==> src/rtl/alu_flag_pkg.sv <==
package alu_flag_pkg;

  localparam int OP_W   = 4;
  localparam int FLAG_W = 4;

  typedef enum logic [OP_W-1:0] {
    OP_ADD    = 4'd0,
    OP_SUB    = 4'd1,
    OP_AND    = 4'd2,
    OP_OR     = 4'd3,
    OP_XOR    = 4'd4,
    OP_SHIFT  = 4'd5,
    OP_ROTATE = 4'd6,
    OP_MOVE   = 4'd7
  } aluOp_e;

  // One strobe per operation; all low for an unused code.
  typedef struct packed {
    logic doAdd;
    logic doSub;
    logic doAnd;
    logic doOr;
    logic doXor;
    logic doShift;
    logic doRotate;
    logic doMove;
  } aluStrobe_t;

  typedef struct packed {
    logic ovf;
    logic carry;
    logic sign;
    logic zero;
  } aluFlags_t;

endpackage

==> src/rtl/alu_flag_ctrl.sv <==
module alu_flag_ctrl
  import alu_flag_pkg::*;
(
  input  logic [OP_W-1:0] opIn,
  output aluStrobe_t      strobe
);

  always_comb begin
    strobe = '0;
    case (opIn)
      OP_ADD:    strobe.doAdd    = 1'b1;
      OP_SUB:    strobe.doSub    = 1'b1;
      OP_AND:    strobe.doAnd    = 1'b1;
      OP_OR:     strobe.doOr     = 1'b1;
      OP_XOR:    strobe.doXor    = 1'b1;
      OP_SHIFT:  strobe.doShift  = 1'b1;
      OP_ROTATE: strobe.doRotate = 1'b1;
      OP_MOVE:   strobe.doMove   = 1'b1;
      default:   strobe          = '0;
    endcase
  end

endmodule

==> src/rtl/alu_flag_datapath.sv <==
module alu_flag_datapath
  import alu_flag_pkg::*;
#(
  parameter int DATA_W = 16
) (
  input  logic [DATA_W-1:0] srcA,
  input  logic [DATA_W-1:0] srcB,
  input  aluStrobe_t        strobe,
  output logic [DATA_W-1:0] result,
  output aluFlags_t         flagsOut
);

  localparam int MSB = DATA_W - 1;

  logic              isArith;
  logic [DATA_W-1:0] bOperand;
  logic [DATA_W:0]   sumFull;
  logic [DATA_W-1:0] sumRes;
  logic              carryRaw;
  logic              ovfRaw;
  logic              dirRight;
  logic [DATA_W-1:0] shiftRes;
  logic [DATA_W-1:0] rotRes;

  // Shared adder: subtract is add of inverted srcB with carry-in.
  assign isArith  = strobe.doAdd | strobe.doSub;
  assign bOperand = srcB ^ {DATA_W{strobe.doSub}};
  assign sumFull  = {1'b0, srcA} + {1'b0, bOperand} + {{DATA_W{1'b0}}, strobe.doSub};
  assign sumRes   = sumFull[MSB:0];
  assign carryRaw = strobe.doSub ? ~sumFull[DATA_W] : sumFull[DATA_W];
  assign ovfRaw   = (srcA[MSB] == bOperand[MSB]) && (sumRes[MSB] != srcA[MSB]);

  // One-bit movers, direction from srcB bit 0.
  assign dirRight = srcB[0];
  assign shiftRes = dirRight ? {1'b0, srcA[MSB:1]} : {srcA[MSB-1:0], 1'b0};
  assign rotRes   = dirRight ? {srcA[0], srcA[MSB:1]} : {srcA[MSB-1:0], srcA[MSB]};

  // AND-OR result select over one-hot strobes.
  assign result = ({DATA_W{isArith}}         & sumRes)
                | ({DATA_W{strobe.doAnd}}    & (srcA & srcB))
                | ({DATA_W{strobe.doOr}}     & (srcA | srcB))
                | ({DATA_W{strobe.doXor}}    & (srcA ^ srcB))
                | ({DATA_W{strobe.doShift}}  & shiftRes)
                | ({DATA_W{strobe.doRotate}} & rotRes)
                | ({DATA_W{strobe.doMove}}   & srcA);

  assign flagsOut.zero  = (result == '0);
  assign flagsOut.sign  = result[MSB];
  assign flagsOut.carry = isArith & carryRaw;
  assign flagsOut.ovf   = isArith & ovfRaw;

  always_comb begin
    if (strobe.doAdd) begin

      add_carry_chk: assert ({flagsOut.carry, result} == ({1'b0, srcA} + {1'b0, srcB}))
        else $error("add sum/carry mismatch");
    end
    if (strobe.doSub) begin

      sub_inverse_chk: assert ((result + srcB) == srcA)
        else $error("subtract result does not invert");

      sub_borrow_chk: assert (flagsOut.carry == (srcA < srcB))
        else $error("borrow flag wrong");
    end
    if (strobe.doAnd) begin

      and_subset_chk: assert (((result & ~srcA) == '0) && ((result & ~srcB) == '0))
        else $error("and result has bits outside operands");
    end
    if (strobe.doShift && !srcB[0]) begin

      shl_fill_chk: assert (result[0] == 1'b0)
        else $error("left shift did not fill with zero");
    end
    if (strobe.doRotate) begin

      rot_count_chk: assert ($countones(result) == $countones(srcA))
        else $error("rotate lost or gained bits");
    end
  end

endmodule

==> src/rtl/alu_flag_unit.sv <==
module alu_flag_unit
  import alu_flag_pkg::*;
#(
  parameter int DATA_W = 16
) (
  input  logic [DATA_W-1:0] srcA,
  input  logic [DATA_W-1:0] srcB,
  input  logic [OP_W-1:0]   opSel,
  output logic [DATA_W-1:0] result,
  output logic [FLAG_W-1:0] flags
);

  aluStrobe_t strobe;
  aluFlags_t  flagsS;

  alu_flag_ctrl u_ctrl (
    .opIn   (opSel),
    .strobe (strobe)
  );

  alu_flag_datapath #(.DATA_W(DATA_W)) u_dp (
    .srcA     (srcA),
    .srcB     (srcB),
    .strobe   (strobe),
    .result   (result),
    .flagsOut (flagsS)
  );

  assign flags = flagsS;

  always_comb begin
    if (opSel >= OP_W'(8)) begin

      unused_zero_chk: assert ((result == '0) && (flags == 4'b0001))
        else $error("unused code produced nonzero output");
    end
    if (opSel == OP_MOVE) begin

      move_pass_chk: assert ((result == srcA) && (flags[3:2] == 2'b00))
        else $error("move did not pass srcA");
    end
  end

endmodule

==> config.mk <==
export PLATFORM = sky130hd
export DESIGN_NAME = alu_flag_unit
export DESIGN_NICKNAME = d
export VERILOG_FILES = /design/src/rtl/alu_flag_pkg.sv /design/src/rtl/alu_flag_ctrl.sv /design/src/rtl/alu_flag_datapath.sv /design/src/rtl/alu_flag_unit.sv
export SDC_FILE = /design/constraint.sdc
export NUM_CORES = 1
export LEC_CHECK = 0
export BUFFER_PORTS_ARGS = -buffer_cell sky130_fd_sc_hd__buf_2
export CAP_MARGIN = 20
export CORE_ASPECT_RATIO = 1.1
export CORE_MARGIN = 3
export CORE_UTILIZATION = 40
export DETAILED_ROUTE_END_ITERATION = 10
export GPL_TIMING_DRIVEN = 0
export SYNTH_ARGS = -nofsm -noshare
export SYNTH_HDL_FRONTEND = slang
export SYNTH_SLANG_ARGS = --single-unit
==> constraint.sdc <==
create_clock -name vclk -period 11.9
set_clock_uncertainty 0.2 [all_clocks]
set_input_delay 0.595 -clock vclk [all_inputs]
set_output_delay 0.595 -clock vclk [all_outputs]
set_load 0.005 [all_outputs]
[Yosys cells after proc, flatten, opt, wreduce, memory -nomap -nowiden]
Index checks and enable logic that the tools add are counted.
Word-level totals
  bits in registers: 0
  word-level logic and storage cells: 46
  output and inout port bits: 20
Cells by class
  equality and inequality tests: 9
  add/sub/neg operators: 2
  reductions and logical operators: 3
  bitwise operators: 21
  mux-type cells: 11
Operator list (count)
  16-bit bitwise AND: 8
  16-bit OR: 7
  16-bit 2-to-1 mux: 2
  16-bit bitwise XOR: 2
  16-bit by 16-bit adder with 17-bit output: 1
  17-bit by 1-bit adder with 17-bit output: 1
  4-bit by 3-bit equality test with 1-bit output (second input constant): 4
  16-bit logical NOT: 1
  1-bit 2-to-1 mux: 9
  4-bit by 2-bit equality test with 1-bit output (second input constant): 2
  4-bit by 1-bit equality test with 1-bit output (second input constant): 1
  4-bit logical NOT: 1
  1-bit bitwise AND: 2
  1-bit equality test: 1
  1-bit logical AND: 1
  1-bit != test: 1
  1-bit inverter: 1
  1-bit OR: 1

[Logic depth before layout (Yosys ltp)]
Gate-level depths: netlist of run 1.
  depth in word-level cells: 13
  gate-level depth with buffers: 14
  gate-level depth less buffers: 11

[By module]
From an unflattened synthesis of run 1, not the netlist that was laid out.
Second synthesis, totals
  cells, all modules: 330
  area total of the unflattened synthesis: 2426.1 um2
By module, submodules not included
  alu_flag_datapath: cells each 322, area an instance 2346.0 um2, times used 1, sequential area each 0.0 um2
  alu_flag_ctrl: cells each 8, area an instance 80.1 um2, times used 1, sequential area each 0.0 um2

[Least setup slack after synthesis of run 1]
OpenSTA, ideal clock, no wires.
  path kind: input -> output
  from: in opSel[1]
  to: out flags[0]
  arrival: 3.995 ns
  path buffers: 3
  path slack: 7.110 ns
  stages: 13
  cell sequence: buf_6 > or4b_1 > buf_6 > clkbuf_1 > o21ai_0 > fa_1 > a22oi_1 > nand3_1 > or4_1 > or4_4 > nor4_2 > nand4bb_1 > nor4_2
On the way
  cells in the longest elaborated chain, start to end: 13
  elaborated cells on any way between the ends: 34
RTL lines
  from (decl): RTL line alu_flag_unit.sv:8  | input logic [OP_W-1:0] opSel,
  4-bit by 1-bit equality test with 1-bit output: RTL line alu_flag_ctrl.sv:10  | case (opIn)
  1-bit 2-to-1 mux: RTL line alu_flag_ctrl.sv:10
  16-bit bitwise XOR: RTL line alu_flag_datapath.sv:27  | assign bOperand = srcB ^ {DATA_W{strobe.doSub}};
  16-bit by 16-bit adder with 17-bit output: RTL line alu_flag_datapath.sv:28  | assign sumFull = {1'b0, srcA} + {1'b0, bOperand} + {{DATA_W{1'b0}}, strobe.doSub};
  17-bit by 1-bit adder with 17-bit output: RTL line alu_flag_datapath.sv:28
  16-bit bitwise AND: RTL line alu_flag_datapath.sv:39  | assign result = ({DATA_W{isArith}} & sumRes)
  16-bit OR: RTL line alu_flag_datapath.sv:40  | | ({DATA_W{strobe.doAnd}} & (srcA & srcB))
  16-bit OR: RTL line alu_flag_datapath.sv:41  | | ({DATA_W{strobe.doOr}} & (srcA | srcB))
  16-bit OR: RTL line alu_flag_datapath.sv:42  | | ({DATA_W{strobe.doXor}} & (srcA ^ srcB))
  16-bit OR: RTL line alu_flag_datapath.sv:43  | | ({DATA_W{strobe.doShift}} & shiftRes)
  16-bit OR: RTL line alu_flag_datapath.sv:44  | | ({DATA_W{strobe.doRotate}} & rotRes)
  16-bit OR (*): RTL line alu_flag_datapath.sv:45  | | ({DATA_W{strobe.doMove}} & srcA);
  via result[1]: RTL line alu_flag_unit.sv:9  | output logic [DATA_W-1:0] result,
  16-bit logical NOT (*): RTL line alu_flag_datapath.sv:47  | assign flagsOut.zero = (result == '0);
  to (decl): RTL line alu_flag_unit.sv:10  | output logic [FLAG_W-1:0] flags
Mark *: on every way through the listed nets, which the timed path passes. The rest lies on a longest branch.

[Worst setup path after layout of run 1]
  from: in srcB[0]
  to: out flags[0]
On the way
  cells in the longest elaborated chain, start to end: 11
  elaborated cells on any way between the ends: 21
RTL lines
  from (decl): RTL line alu_flag_unit.sv:7  | input logic [DATA_W-1:0] srcB,
  16-bit bitwise XOR: RTL line alu_flag_datapath.sv:27
  16-bit by 16-bit adder with 17-bit output: RTL line alu_flag_datapath.sv:28
  17-bit by 1-bit adder with 17-bit output: RTL line alu_flag_datapath.sv:28
  16-bit bitwise AND: RTL line alu_flag_datapath.sv:39
  16-bit OR: RTL line alu_flag_datapath.sv:40
  16-bit OR: RTL line alu_flag_datapath.sv:41
  16-bit OR: RTL line alu_flag_datapath.sv:42
  16-bit OR: RTL line alu_flag_datapath.sv:43
  16-bit OR (*): RTL line alu_flag_datapath.sv:44
  16-bit OR (*): RTL line alu_flag_datapath.sv:45
  16-bit logical NOT (*): RTL line alu_flag_datapath.sv:47
Mark *: on every way between the ends. The rest lies on a longest branch, timed or not.

==> results of run 1 <==
[report_power, final]
part           internal, W  switching, W
combinational    0.0000538     0.0000706
sequential               0             0
clock                    0             0
total            0.0000538     0.0000706
[path summary, 6_finish.rpt]
path / slack (ns) / cells after the start / endpoint / startpoint
worst min-delay path: 1.45 / 4 / result[1] / srcA[1]
worst max-delay path: 6.29 / 14 / flags[0] / srcB[0]
[layout make-up]
type               instances  area share
plain buffers             20     0.03368
repair buffers            54     0.09449
well taps                 77     0.03368
inverters                 37     0.04856
multi-input cells        287      0.7896
[placed cells by master, fill, tap and decap left out, drive strengths merged, types with 4 or more instances in the layout]
cell type,n
a21oi,14
nor3,6
o211ai,4
xor2,6
inv,37
xnor2,18
a2111oi,4
o21ai,19
nor2,27
mux2,4
o2111ai,4
mux2i,13
buf,61
or3,4
nand2b,4
nand2,19
and2,4
ha,50
a211oi,4
nand3,7
clkbuf,13
a22oi,8
[cells by family (layout without fill, tap and decap cells)]
| logic type | Yosys count | in the layout | share of synthesized area |
|---|---|---|---|
| simple gates | 100 | 100 | 0.2228 |
| compound gates | 95 | 95 | 0.2695 |
| buf+inv | 57 | 111 | 0.09433 |
| fa+ha+maj | 51 | 51 | 0.2589 |
| xor+xnor | 24 | 24 | 0.08429 |
| mux | 17 | 17 | 0.07024 |
[worst max-delay path: cells and delay by family]
family,cells,cell delay (ns)
AO/OA/AOI/OAI,2,0.41
AND/OR/NAND/NOR,6,1.73
XOR/XNOR,1,0.18
buffers and inverters,4,1.41
adder cells (fa/ha/maj),1,0.48
[per-layer routing]
metal | up-vias | track usage | share of wire
li1 | 1369 | - | -
met1 | 1252 | 0.2861 | 0.47
met2 | 63 | 0.3837 | 0.48
met3 | 5 | 0.006110 | 0.041
met4 | 0 | 0.01690 | 0.0094
met5 | - | 0 | 0
[per-stage QoR]
step	total power [W]	hold slack, ns
floorplan	0.00008398	1.121
global placement	0.0001220	1.452
detailed placement	0.0001235	1.459
CTS	0.0001244	1.458
global route	0.0001396	1.482
finish	0.0001245	1.449
==> metrics.cfg, run 1 <==
[worst_setup_path]
crit_chain = buf_2, buf_1, clkbuf_1, o21ai_0, fa_1, xor2_1, a22oi_1, nand4_1, or4_1, or4_4, nor4_2, nand4bb_1, nor4_2, buf_2
crit_path_top_delay_cell = clkbuf_1
critical_path_class = input pin to output pin
crit_path_end_kind = output pin
worstSetupStartpointType = input pin
critPathMaxFanout = 10
cp.required_ns = 11.11
critPathMaxStageDelay_ns = 0.59
arrival_ns = 4.81

[cells_and_area]
fill_cells = 643
final-seq-area_sq_um = 0
finalNonFillerCells = 475
drive_gt1_frac = 0.1734
antennaDiodeCount = 0
final_util = 0.4836
n_clock_buffer = 0
nets = 487
multi_input_area_sq_mm = 0.002258
area_delta_synth_final_pct = 14.70
final_cell_area_sq_mm = 0.002860
nFlopsAndLatches = 0

[global_route]
grt_max_degree = 11
grt_pass1_wl_microns = 12340
grt_pass1_vias = 2569
track_usage = 0.2111
grt_overflow = 0
antenna_found_initial = 0

[power_and_ir_drop]
leakagePower_nw = 1.422
ir_worst_vdd_mv = 0.01725
power_density_mw_per_mm2 = 43.52

[placement]
gp_congestion = 0.8253
dpl-instance-area_sq_mm = 0.002860
portBuffers = 54
hpwl_microns = 5933
preCtsSetupSlack_ns = 6.300
place_inst = 475

[floorplan]
start_util = 0.4216
die_width_microns = 81.28
die_y_microns = 88.81
core.rowCount = 29
ios = 56
dieArea_sq_mm = 0.007218
core_sq_mm = 0.005914

[synthesis]
synth_nets = 431
synth_top_cell_area_share = 0.2509
yosys.area.top_type = ha_1
synth_warnings = 0
syn_inst = 344
synth.top_cells.by_count = 50 x ha_1, 37 x inv_1, 27 x nor2_1
synth.most_common_cell = ha_1
yosysSeqAreaShare = 0
netlist_area_sq_mm = 0.002494
avgSynthCellArea_sq_um = 7.249
synth_cell_type_count = 68
synth_area_leaders = ha_1 25%, xnor2_1 6.3%, inv_1 5.6%

[routing]
wl_per_cell_microns = 15.88
post-route-drc-count = 0
drt-total-wl_microns = 7542
drt_iter0_markers = 237
viasPerCell = 5.661
first_pass_iters = 4
drt.antenna.violating_nets = 0
vias = 2689

[timing]
setup_slack_ns = 6.291
min_period_over_period = 0.4713
drv_slew = 0
timing.fmax_ghz = 0.1783
period_minus_slack_ns = 5.609
setup_viol = 0
hold_viol_final = 0
rsz0062_at_grt = false
worst_pin_slew_ns = 0.7944
slew-limit-headroom = 0.4704
finalSetupTns_ns = 0

[run_status]
status = complete, no violations

[min_path]
hold_class = input pin to output pin

[cts]
post_cts_buffers = 0
cts_hold_buf = 0
cts_repair_resize_count = 0

[job]
maxCapViolCount = 0

Power figures use the tool's default switching activity.
==> run 2: changes to the inputs <==
- clock period: 11.9 -> 4.6 ns (I/O delays scaled with it)
==> metrics.cfg, run 2 (same netlist as run 1, synthesis figures left out) <==
[routing]
top_layer = met4
viasPerCell = 5.679  ; +0.31%
drt.antenna.violating_nets = 0  ; unchanged
post-route-drc-count = 0  ; unchanged
wl_met3_microns = 304  ; -1.6%
drt-total-wl_microns = 7461  ; -1.1%
wl_met2_microns = 3633  ; about the same
drt_iter0_markers = 184  ; -22%
first_pass_iters = 4  ; unchanged
wl_met1_microns = 3451  ; -2.2%
vias = 2686  ; -0.11%
wl_per_cell_microns = 15.77  ; -0.66%

[worst_setup_path]
worstSetupStartpointType = input pin
crit_path_end_kind = output pin
crit_path_start = opSel[1]
critPathMaxFanout = 17  ; +7
arrival_ns = 3.91  ; -0.90 ns
cp.required_ns = 4.17  ; -6.94 ns
critical_path_class = input pin to output pin

[cells_and_area]
finalNonFillerCells = 473  ; -0.42%
fill_cells = 648  ; +0.78%
mostFrequentLayoutCells = 56 x buf_2, 50 x ha_1, 37 x inv_1, 27 x nor2_1, 19 x nand2_1
nFlopsAndLatches = 0  ; unchanged
antennaDiodeCount = 0  ; unchanged
n_clock_buffer = 0  ; unchanged
final-seq-area_sq_um = 0  ; unchanged
nets = 485  ; -0.41%
final_cell_area_sq_mm = 0.002855  ; -0.17%
drive_gt1_frac = 0.1768  ; +0.003401
area_delta_synth_final_pct = 14.50
layout_commonest_cell = buf_2

[floorplan]
dieArea_sq_mm = 0.007218  ; unchanged
die_width_microns = 81.28  ; unchanged
ios = 56  ; unchanged
core.rowCount = 29  ; unchanged
start_util = 0.4216  ; unchanged
core_sq_mm = 0.005914  ; unchanged
die_y_microns = 88.81  ; unchanged

[run_status]
status = complete, no violations

[global_route]
track_usage = 0.2094  ; -0.001674
grt_max_degree = 18  ; +7
grt_pass1_wl_microns = 12280  ; -0.56%
grt_pass1_vias = 2578  ; +0.35%
antenna_found_initial = 0  ; unchanged
grt_overflow = 0  ; unchanged

[power_and_ir_drop]
p_total_w = 0.0003209  ; +160%
leakagePower_nw = 1.422  ; about the same
ir_worst_vdd_mv = 0.04364  ; +150%
power_density_mw_per_mm2 = 112.4  ; +160%

[placement]
gp_congestion = 0.8253  ; unchanged
dpl-instance-area_sq_mm = 0.002860  ; unchanged
place_inst = 475  ; unchanged
hpwl_microns = 5933  ; unchanged
portBuffers = 54  ; unchanged

[min_path]
hold_start = srcA[1]
hold_class = input pin to output pin

[timing]
timing.fmax_ghz = 0.2305
finalSetupTns_ns = 0  ; unchanged
min_period_over_period = 0.9433
slew-limit-headroom = 0.5006  ; +0.03021
rsz0062_at_grt = false
period_minus_slack_ns = 4.339
drv_slew = 0  ; unchanged
hold_viol_final = 0  ; unchanged
whs_ns = 0.7195  ; -0.7299 ns
worst_pin_slew_ns = 0.7387  ; -0.05572 ns
setup_viol = 0  ; unchanged

[cts]
cts_hold_buf = 0  ; unchanged

[job]
maxCapViolCount = 0  ; unchanged

## run 2: changes by cell type in the layout (fill, tap and decap cells not counted)
cell / previous run / this run
clkbuf_1: 13 / 11
a2111oi_1: 0 / 1
clkbuf_2: 0 / 1
a2111oi_0: 3 / 2
buf_1: 2 / 1
## run 2: worst paths after layout
check                       end  slack (ns)  depth (start not counted)
worst min-delay path  result[1]        0.72                          4
worst max-delay path   flags[0]        0.26                         14
## run 2: stage by stage
step | utilization | setup slack [ns]
floorplan | - | 0.5401
global placement | 0.4836 | -0.2663
detailed placement | 0.4836 | -0.2702
CTS | 0.4828 | 0.2663
global route | 0.4828 | 0.1132
finish | 0.4828 | 0.2607
## run 2: cell type report
class,count,area (sq um),share of cell area
Inverter,37,138.9,0.04864
Buffer,18,90.09,0.03155
Tap cell,77,96.34,0.03374
Multi-Input combinational cell,287,2260,0.7914
Timing Repair Buffer,54,270.3,0.09465
## run 2: timing repair
item	4_1_cts	5_1_grt
gates resized for setup	2	0
setup buffers	0	0
setup endpoints to repair	3	0
## run 2: critical path, stage by stage
cell       delay, ns
buf_6           0.11
or4b_1          0.53
buf_6           0.20
xnor2_1         0.17
fa_1            0.42
xor2_1          0.18
a22oi_1         0.15
nand4_1         0.17
or4_1           0.58
or4_4           0.45
nor4_2          0.20
nand4bb_1       0.17
nor4_2          0.17
buf_2           0.15
## run 2: routing by layer
metal  vias up  global-route usage
met5         -                   0
met4         0             0.01690
met3         5            0.007128
met2        59              0.3830
met1      1255              0.2812
li1       1367                   -
## run 2: report_power, final
group	switching, W	internal [W]
Clock	0	0
Sequential	0	0
Combinational	0.000182	0.000139
==> run 3: changes to the inputs <==
- ABC_CLOCK_PERIOD_IN_PS: default -> 4600
- GPL_TIMING_DRIVEN: 0 -> default
==> metrics.cfg, run 3 (same netlist as run 1, synthesis figures left out) <==
[power_and_ir_drop]
leakagePower_nw = 1.438  ; +1.1%
pwr-share-clk = 0  ; unchanged
p_int_w = 0.0001390  ; -0.10%
seqPwrFrac = 0  ; unchanged
ir_worst_vdd_mv = 0.04744  ; +8.7%
p_sw_w = 0.0001825  ; +0.43%
p_comb_frac = 1.000  ; about the same
swShare = 0.5677  ; +0.001311
power_density_mw_per_mm2 = 112.4  ; about the same

[global_route]
antenna_found_initial = 0  ; unchanged
grt_pass1_wl_microns = 12540  ; +2.1%
grt_overflow = 0  ; unchanged
grt_max_degree = 23  ; +5
track_usage = 0.2153  ; +0.005858
grt_pass1_vias = 2574  ; -0.16%

[timing]
worst_pin_slew_ns = 0.7097  ; -0.02892 ns
hold_viol_final = 0  ; unchanged
setup_viol = 0  ; unchanged
finalSetupTns_ns = 0  ; unchanged
period_minus_slack_ns = 4.256  ; -0.08343 ns
rsz0062_at_grt = false
drv_slew = 0  ; unchanged
slew-limit-headroom = 0.5259  ; +0.02524
timing.fmax_ghz = 0.2350  ; +2.0%
min_period_over_period = 0.9252  ; -0.01814

[cells_and_area]
nets = 479  ; -1.2%
final-seq-area_sq_um = 0  ; unchanged
layout_commonest_cell = buf_2
n_clock_buffer = 0  ; unchanged
final_util = 0.4838  ; +0.001057
drive_gt1_frac = 0.2000  ; +0.02323
antennaDiodeCount = 0  ; unchanged
mostFrequentLayoutCells = 56 x buf_2, 50 x ha_1, 37 x inv_1, 27 x nor2_1, 19 x nand2_1
area_delta_synth_final_pct = 14.75
nFlopsAndLatches = 0  ; unchanged
final_cell_area_sq_mm = 0.002861  ; +0.22%

[placement]
portBuffers = 56  ; +3.7%
dpl-instance-area_sq_mm = 0.002861  ; about the same
hpwl_microns = 5911  ; -0.38%
gp_congestion = 0.8941  ; +8.3%

[worst_setup_path]
cp_num_cells = 13  ; -1
crit_buf_inv = 2  ; -1
crit_path_end_kind = output pin
arrival_ns = 3.83  ; -0.08 ns
cp.required_ns = 4.17  ; about the same
critical_path_class = input pin to output pin
worstSetupStartpointType = input pin
cpLargestDelayFamily = simple AND/OR/NAND/NOR gates
critPathMaxStageDelay_ns = 0.66  ; +0.08 ns
crit_path_top_delay_cell = or4b_1
crit_chain = buf_2, or4b_1, xnor2_1, fa_1, a211oi_1, o31a_1, xor2_1, o2111ai_1, or4_4, nor4_2, nand4bb_1, nor4_2, buf_2
critPathMaxFanout = 12  ; -5

[cts]
post_cts_buffers = 0  ; unchanged
cts_repair_resize_count = 0  ; -2
cts_hold_buf = 0  ; unchanged

[floorplan]
ios = 56  ; unchanged
core_sq_mm = 0.005914  ; unchanged
die_width_microns = 81.28  ; unchanged
start_util = 0.4216  ; unchanged
die_y_microns = 88.81  ; unchanged
dieArea_sq_mm = 0.007218  ; unchanged
core.rowCount = 29  ; unchanged

[routing]
first_pass_iters = 4  ; unchanged
drt.antenna.violating_nets = 0  ; unchanged
drt_iter0_markers = 144  ; -22%
post-route-drc-count = 0  ; unchanged
vias = 2720  ; +1.3%
drt-total-wl_microns = 7661  ; +2.7%
viasPerCell = 5.824  ; +2.6%
wl_per_cell_microns = 16.40  ; +4.0%

[min_path]
hold_class = input pin to output pin
hold_depth = 4  ; unchanged

[job]
maxCapViolCount = 0  ; unchanged

[run_status]
status = complete, no violations

## run 3: through the flow
| step | worst slack, ns | hold WS (ns) | power, W | instances |
|---|---|---|---|---|
| floorplan | 0.5401 | 0.3906 | 0.0002172 | 344 |
| global placement | 0.4200 | 0.7105 | 0.0003167 | 467 |
| detailed placement | 0.3676 | 0.7131 | 0.0003190 | 467 |
| CTS | 0.3392 | 0.7136 | 0.0003215 | 467 |
| global route | 0.07759 | 0.7898 | 0.0003623 | 467 |
| finish | 0.3441 | 0.7159 | 0.0003216 | 467 |
## run 3: final timing paths
path | from | endpoint
max | opSel[3] | flags[0]
min | srcA[2] | result[2]
## run 3: layout make-up
cell class	instances	area, sq um
fill	620	3053
inverter	37	138.9
multi-input combinational	287	2271
tap	77	96.34
timing repair buffer	66	355.3
## run 3: power by group through the flow
stage	clock [W]	combinational [W]	sequential, W
6_report	0	0.000322	0
3_3_place_gp	0	0.000317	0
2_1_floorplan	0	0.000217	0
3_5_place_dp	0	0.000319	0
5_1_grt	0	0.000362	0
4_1_cts	0	0.000321	0
## run 3: per-layer routing
layer / up-vias / track usage / part of all wire
met1: 1276 / 0.2867 / 0.44
li1: 1357 / - / -
met4: 0 / 0.04608 / 0.022
met2: 76 / 0.3844 / 0.48
met5: - / 0 / 0
met3: 11 / 0.005092 / 0.054
